**src/rtl/burst_ctr_pkg.sv**
```systemverilog
package burst_ctr_pkg;
  typedef enum logic [1:0] {
    ACT_HOLD = 2'd0,
    ACT_STEP = 2'd1,
    ACT_LOAD = 2'd2,
    ACT_CLR  = 2'd3
  } ctr_act_e;
endpackage

```
**src/rtl/burst_ctr_decode.sv**
```systemverilog
module burst_ctr_decode
  import burst_ctr_pkg::*;
(
  input  logic     clr_n,
  input  logic     stb_n,
  input  logic     step_n,
  output ctr_act_e act
);
  // Fixed priority: clear, then strobe, then step.
  always_comb begin
    if (!clr_n)       act = ACT_CLR;
    else if (!stb_n)  act = ACT_LOAD;
    else if (!step_n) act = ACT_STEP;
    else              act = ACT_HOLD;
  end

  always_comb begin
    if (!clr_n) assert (act == ACT_CLR) else $error("p_clr_first_r6");
    if (clr_n && !stb_n) assert (act == ACT_LOAD) else $error("p_load_over_step_r4");
  end
endmodule

```
**src/rtl/burst_ctr_incr.sv**
```systemverilog
module burst_ctr_incr #(
  parameter int AW = 15
) (
  input  logic [AW-1:0] cur,
  output logic [AW-1:0] nxt,
  output logic          at_top
);
  localparam logic [AW-1:0] ONE = {{(AW-1){1'b0}}, 1'b1};
  localparam logic [AW-1:0] TOP = {AW{1'b1}};

  assign nxt    = cur + ONE;
  assign at_top = (cur == TOP);
endmodule

```
**src/rtl/burst_ctr_reg.sv**
```systemverilog
module burst_ctr_reg
  import burst_ctr_pkg::*;
#(
  parameter int AW = 15
) (
  input  logic          clk,
  input  logic          rst,
  input  ctr_act_e      act,
  input  logic [AW-1:0] load_val,
  input  logic [AW-1:0] step_val,
  output logic [AW-1:0] q
);
  logic [AW-1:0] d;

  always_comb begin
    unique case (act)
      ACT_CLR:  d = '0;
      ACT_LOAD: d = load_val;
      ACT_STEP: d = step_val;
      default:  d = q;
    endcase
  end

  always_ff @(posedge clk) begin
    if (rst) q <= '0;
    else     q <= d;
  end
endmodule

```
**src/rtl/burst_addr_gen.sv**
```systemverilog
module burst_addr_gen
  import burst_ctr_pkg::*;
#(
  parameter int AW = 15
) (
  input  logic          clk,
  input  logic          rst,
  input  logic          clr_n,
  input  logic          stb_n,
  input  logic          step_n,
  input  logic [AW-1:0] addr_i,
  output logic [AW-1:0] addr_o
);
  localparam logic [AW-1:0] ONE = {{(AW-1){1'b0}}, 1'b1};

  ctr_act_e      act;
  logic [AW-1:0] inc_val;
  logic          at_top;

  burst_ctr_decode u_dec (
    .clr_n  (clr_n),
    .stb_n  (stb_n),
    .step_n (step_n),
    .act    (act)
  );

  burst_ctr_incr #(.AW(AW)) u_inc (
    .cur    (addr_o),
    .nxt    (inc_val),
    .at_top (at_top)
  );

  burst_ctr_reg #(.AW(AW)) u_reg (
    .clk      (clk),
    .rst      (rst),
    .act      (act),
    .load_val (addr_i),
    .step_val (inc_val),
    .q        (addr_o)
  );

  p_por_zero_r1: assert property (@(posedge clk)
    rst |=> (addr_o == '0));

  p_load_r2: assert property (@(posedge clk) disable iff (rst)
    (clr_n && !stb_n) |=> (addr_o == $past(addr_i)));

  p_step_r3: assert property (@(posedge clk) disable iff (rst)
    (clr_n && stb_n && !step_n) |=> (addr_o == $past(addr_o) + ONE));

  p_clr_beats_all_r5: assert property (@(posedge clk) disable iff (rst)
    (!clr_n) |=> (addr_o == '0));

  p_wrap_r7: assert property (@(posedge clk) disable iff (rst)
    (clr_n && stb_n && !step_n && at_top) |=> (addr_o == '0));

  p_hold_r8: assert property (@(posedge clk) disable iff (rst)
    (clr_n && stb_n && step_n) |=> $stable(addr_o));
endmodule

```
**config.mk**
```make
export PLATFORM = sky130hd
export DESIGN_NAME = burst_addr_gen
export DESIGN_NICKNAME = d
export VERILOG_FILES = /design/src/rtl/burst_ctr_pkg.sv /design/src/rtl/burst_ctr_decode.sv /design/src/rtl/burst_ctr_incr.sv /design/src/rtl/burst_ctr_reg.sv /design/src/rtl/burst_addr_gen.sv
export SDC_FILE = /design/constraint.sdc
export NUM_CORES = 1
export LEC_CHECK = 0
export ABC_AREA = 0
export BUFFER_PORTS_ARGS = -buffer_cell sky130_fd_sc_hd__buf_2
export CORE_UTILIZATION = 48
export DETAILED_ROUTE_END_ITERATION = 8
export GPL_TIMING_DRIVEN = 0
export PLACE_DENSITY = 0.79
export SETUP_SLACK_MARGIN = 0.3
export SYNTH_ARGS = -nofsm -noshare
export SYNTH_HDL_FRONTEND = slang
export SYNTH_SLANG_ARGS = --single-unit
```
**constraint.sdc**
```tcl
create_clock -name clk -period 1.95 [get_ports clk]
set_input_delay 0.195 -clock clk [delete_from_list [all_inputs] [get_ports clk]]
set_output_delay 0.195 -clock clk [all_outputs]
set_load 0.005 [all_outputs]
```
; Yosys cells after proc, flatten, opt, wreduce, memory -nomap -nowiden
; Index checks and enable logic that the tools add are counted.
[word_totals]
output_inout_bits = 15
regBits = 15
[op_classes]
add_sub_neg = 1
eq_ne = 3
reduce_logical = 1
mux = 4
[ops]
columns = op, n
row1 = $pmux W15 S3, 1
row2 = $add A15 B1 Y15 const B, 1
row3 = $eq A2 B2 Y1 const B, 2
row4 = $mux W2, 2
row5 = $reduce_bool A3 Y1, 1
row6 = $eq A2 B1 Y1 const B, 1
row7 = $mux W1, 1

; Depth between registers and ports, before layout
[depth]
depth_word = 5
depth_mapped = 6

; Cells and area by module
; Synthesis repeated with hierarchy kept, for this count alone.
[unflattened]
cells_unflattened = 103
hier_area_um2 = 1029.7
[by_module_without_submodules]
columns = module, instances, area_per_inst_um2, seq_area_each_um2, cells_per_inst
row1 = burst_ctr_reg, 1, 714.4, 300.3, 58
row2 = burst_ctr_incr, 1, 299.0, 0.0, 42
row3 = burst_ctr_decode, 1, 16.3, 0.0, 3

; Worst setup path before layout
; No wires, ideal clock.
[synth_timing]
kind = reg2reg
from = register u_reg.q[0]
to = register u_reg.q[12]
slack_ps = 265
t_required_ps = 1892
synth_period_minus_slack_ps = 1685
path_stages_with_launch = 6
arrival_time_ps = 1627
path_buffers = 0
path_cell_list = dfxtp_1 > ha_1 > nand4_4 > or4b_1 > a22oi_1 > o221a_2
[synth_between]
elab_chain_cells = 2
[synth_rtl]
columns = element, line
row1 = start: declaration, burst_ctr_reg.sv:11  ; output logic [AW-1:0] q
row2 = start signal: assignment, burst_ctr_reg.sv:25  ; if (rst) q <= '0;
row3 = start signal: assignment, burst_ctr_reg.sv:26  ; else q <= d;
row4 = $add A15 B1 Y15, burst_ctr_incr.sv:11  ; assign nxt = cur + ONE;
row5 = $pmux W15 S3, burst_ctr_reg.sv:16  ; unique case (act)
; No other way between the ends.
; A chain may end at the register's enable or synchronous reset.

; Worst setup path in the final report
; Same ends and word-level chain as after synthesis.

==> out/results.ini <==
[yosys]
netlist_area_um2=932
async_flop_share=0
synth_common_cells=dfxtp_1 (15), a21oi_1 (12), o21ai_0 (8)
yosys.area.top_type=dfxtp_1
synth.distinct_cells=33
synthSimpleGateAreaFrac=0.278
avgSynthCellArea_um2=8.25
synth_cells=113
yosys_warnings=0
seq_area_frac_synth=0.322
syn_nets=134
muxShareOfSynthArea=0.0537
synth_flop_cell=dfxtp_1
synth_top_family_by_area=simple AND/OR/NAND/NOR gates
synth_edf_count=0
synth_xor_area_frac=0.0376
synth-seq-cells=15
yosysMostFrequentCell=dfxtp_1
synth_compound_area_frac=0.252
synth_top_cells_by_area=dfxtp_1 (32%), a21oi_1 (6.4%), mux2i_1 (5.4%), nand3b_1 (4.8%), o21ai_0 (4.3%)
synth_fa_ha_area_frac=0.0134
synth_top_area_share=0.322

[timing]
rsz0062_at_grt=true
skew_ns=0.00440
timing.final.max_slew_violations=0
finalCritPeriodShare=0.824
tns_ns=0
worst-slew-pin-transition_ns=0.451
period_needed_ns=1.61
holdWs_ns=0.134
relSlewSlack=0.699
fmax_mhz=622
fin_ws_ns=0.343
finalSetupViolations=0
hold_viol=0

[run_status]
outcome=finished clean

[die]
dieHeight_um=46.1
dieArea_um2=2120
num_rows=15
dieWidth_um=46.1
core-area_um2=1760
ioPinCount=35
start_util=0.528

[final_layout]
diodes=0
largest_register_ffs=15
largestRegisters=u_reg.q (15)
final_nets=174
num-fill-cells=176
drive_gt1_frac=0.322
area_delta_synth_final_pct=28.6
multi_input_area_um2=611
largest_register=u_reg.q
ff_latch_area_um2=309

[routing]
ant_nets=0
drt_first_pass_iters=4
via_per_inst=5.84
drt-initial-drc-count=47
via_count=1033
wl_per_cell_um=13.8
drc_errors=0
wirelength_mm=2.44

[clock_tree]
clock-sinks=15
ctsHoldBuffers=0
cts_tree=done
clk_latency_ns=0.29
cts_buffers=3
htree_levels=1
clkTransAtPathRegs_ns=0.10
clk_path_buf_depth=2
cts-root-buf=clkbuf_4

[global_route]
grt_pass1_vias=884
grt_max_degree=11
grt_pass1_wl_mm=3.84
use_met1=0.339
grt_overflow=0
grt_usage=0.249
antenna_found_initial=0
globalRouteMet3Util=0.0392
grt_busiest_layer=met2
met2_usage=0.386

[setup_path]
cp.arrival_ns=1.86
slowest_delay_ns=0.51
crit_type=flop to flop
crit_family=simple AND/OR/NAND/NOR gates
end_kind=flop
cp_cell_sequence=ha_4 > nand4_4 > or4b_1 > a22oi_1 > o221a_2
worst_path_max_delay_cell=or4b_1
reg2regPathDepth=5
cp-startpoint=u_reg.q[0]
path_buf_inv=0
cp_num_cells=5
cp_max_fo=6
worstReg2RegStart=u_reg.q[0]
start_kind=flop
required_ns=2.20

[place]
place_hpwl_mm=1.77
gp_congestion=0.878
dp_slack_ns=0.242
port_buffers=33

[flow_run]
drv_cap=0

[power]
power_density_nw_per_um2=519
p_leak_nw=0.449
peakVddDrop_mv=0.309

[worst_hold_path]
hold_start=addr_i[0]
worst_hold_path_type=input pin to flop
hold_depth=3

[worst min-delay path, cell delays in order]
cell     delay, ns
buf_2         0.07
mux2i_1       0.05
nor2_1        0.07
[stage by stage]
stage               area [um^2]  utilization  cells  power, mW
floorplan                   945            -    113      0.391
global placement           1140        0.647    171      0.432
detailed placement         1140        0.647    171      0.435
CTS                        1170        0.664    175      0.618
global route               1200        0.679    177      0.649
finish                     1200        0.679    177      0.622
[worst paths after layout]
kind                            slack [ns]          end
worst min-delay path                  0.13   u_reg.q[0]
worst max-delay path                  0.34  u_reg.q[12]
worst min register to register        0.57  u_reg.q[14]
worst max register to register        0.34  u_reg.q[12]
[what timing repair did]
action / CTS / global route
buffers inserted: 0 / 2
setup endpoints to repair: 1 / 4
resized for setup: 2 / 4
endpoints found under the hold margin: 0 / 0
pin swaps: 0 / 2
[metal layers]
layer | up-vias | share of wire | routed length (um)
li1 | 510 | - | -
met1 | 467 | 0.45 | 1100
met2 | 51 | 0.46 | 1130
met3 | 5 | 0.075 | 183
met4 | 0 | 0.014 | 34
met5 | - | 0 | 0
[cell usage in the layout, fill, tap and decap left out, types with 3 or more instances in the layout]
cell type	netlist	final
buf_2	1	34
a21oi_1	12	12
dfxtp_1	15	12
o21ai_0	8	8
nand2b_1	6	6
nand3b_1	6	6
nand2_1	5	5
mux2i_1	5	5
nor2_1	5	5
clkbuf_1	4	4
nand4_1	4	4
nor3_1	4	4
o211ai_1	4	4
xnor2_1	4	4
nand3_1	3	3
inv_1	3	3
a32o_1	3	3
clkbuf_4	0	3
[kinds of logic after synthesis]
family	Yosys count
AND/OR/NAND/NOR	42
AO/OA/AOI/OAI	36
flip-flops	15
buffers and inverters	10
multiplexers	5
XOR/XNOR	4
adder cells (fa/ha/maj)	1
[final cells by class]
cell class	count	share of cell area
repair buffers	35	0.150
clock inverters	1	0.00418
well taps	25	0.0261
clock buffers	3	0.0188
inverters	3	0.00939
multi-input cells	88	0.509
flip-flops and latches	15	0.258
plain buffers	7	0.0240
[where the power goes]
part | switching [mW] | internal [mW]
Combinational | 0.0529 | 0.0486
Clock | 0.115 | 0.0764
Sequential | 0.0146 | 0.314
Total | 0.183 | 0.440
(Power assumes the default switching activity.)
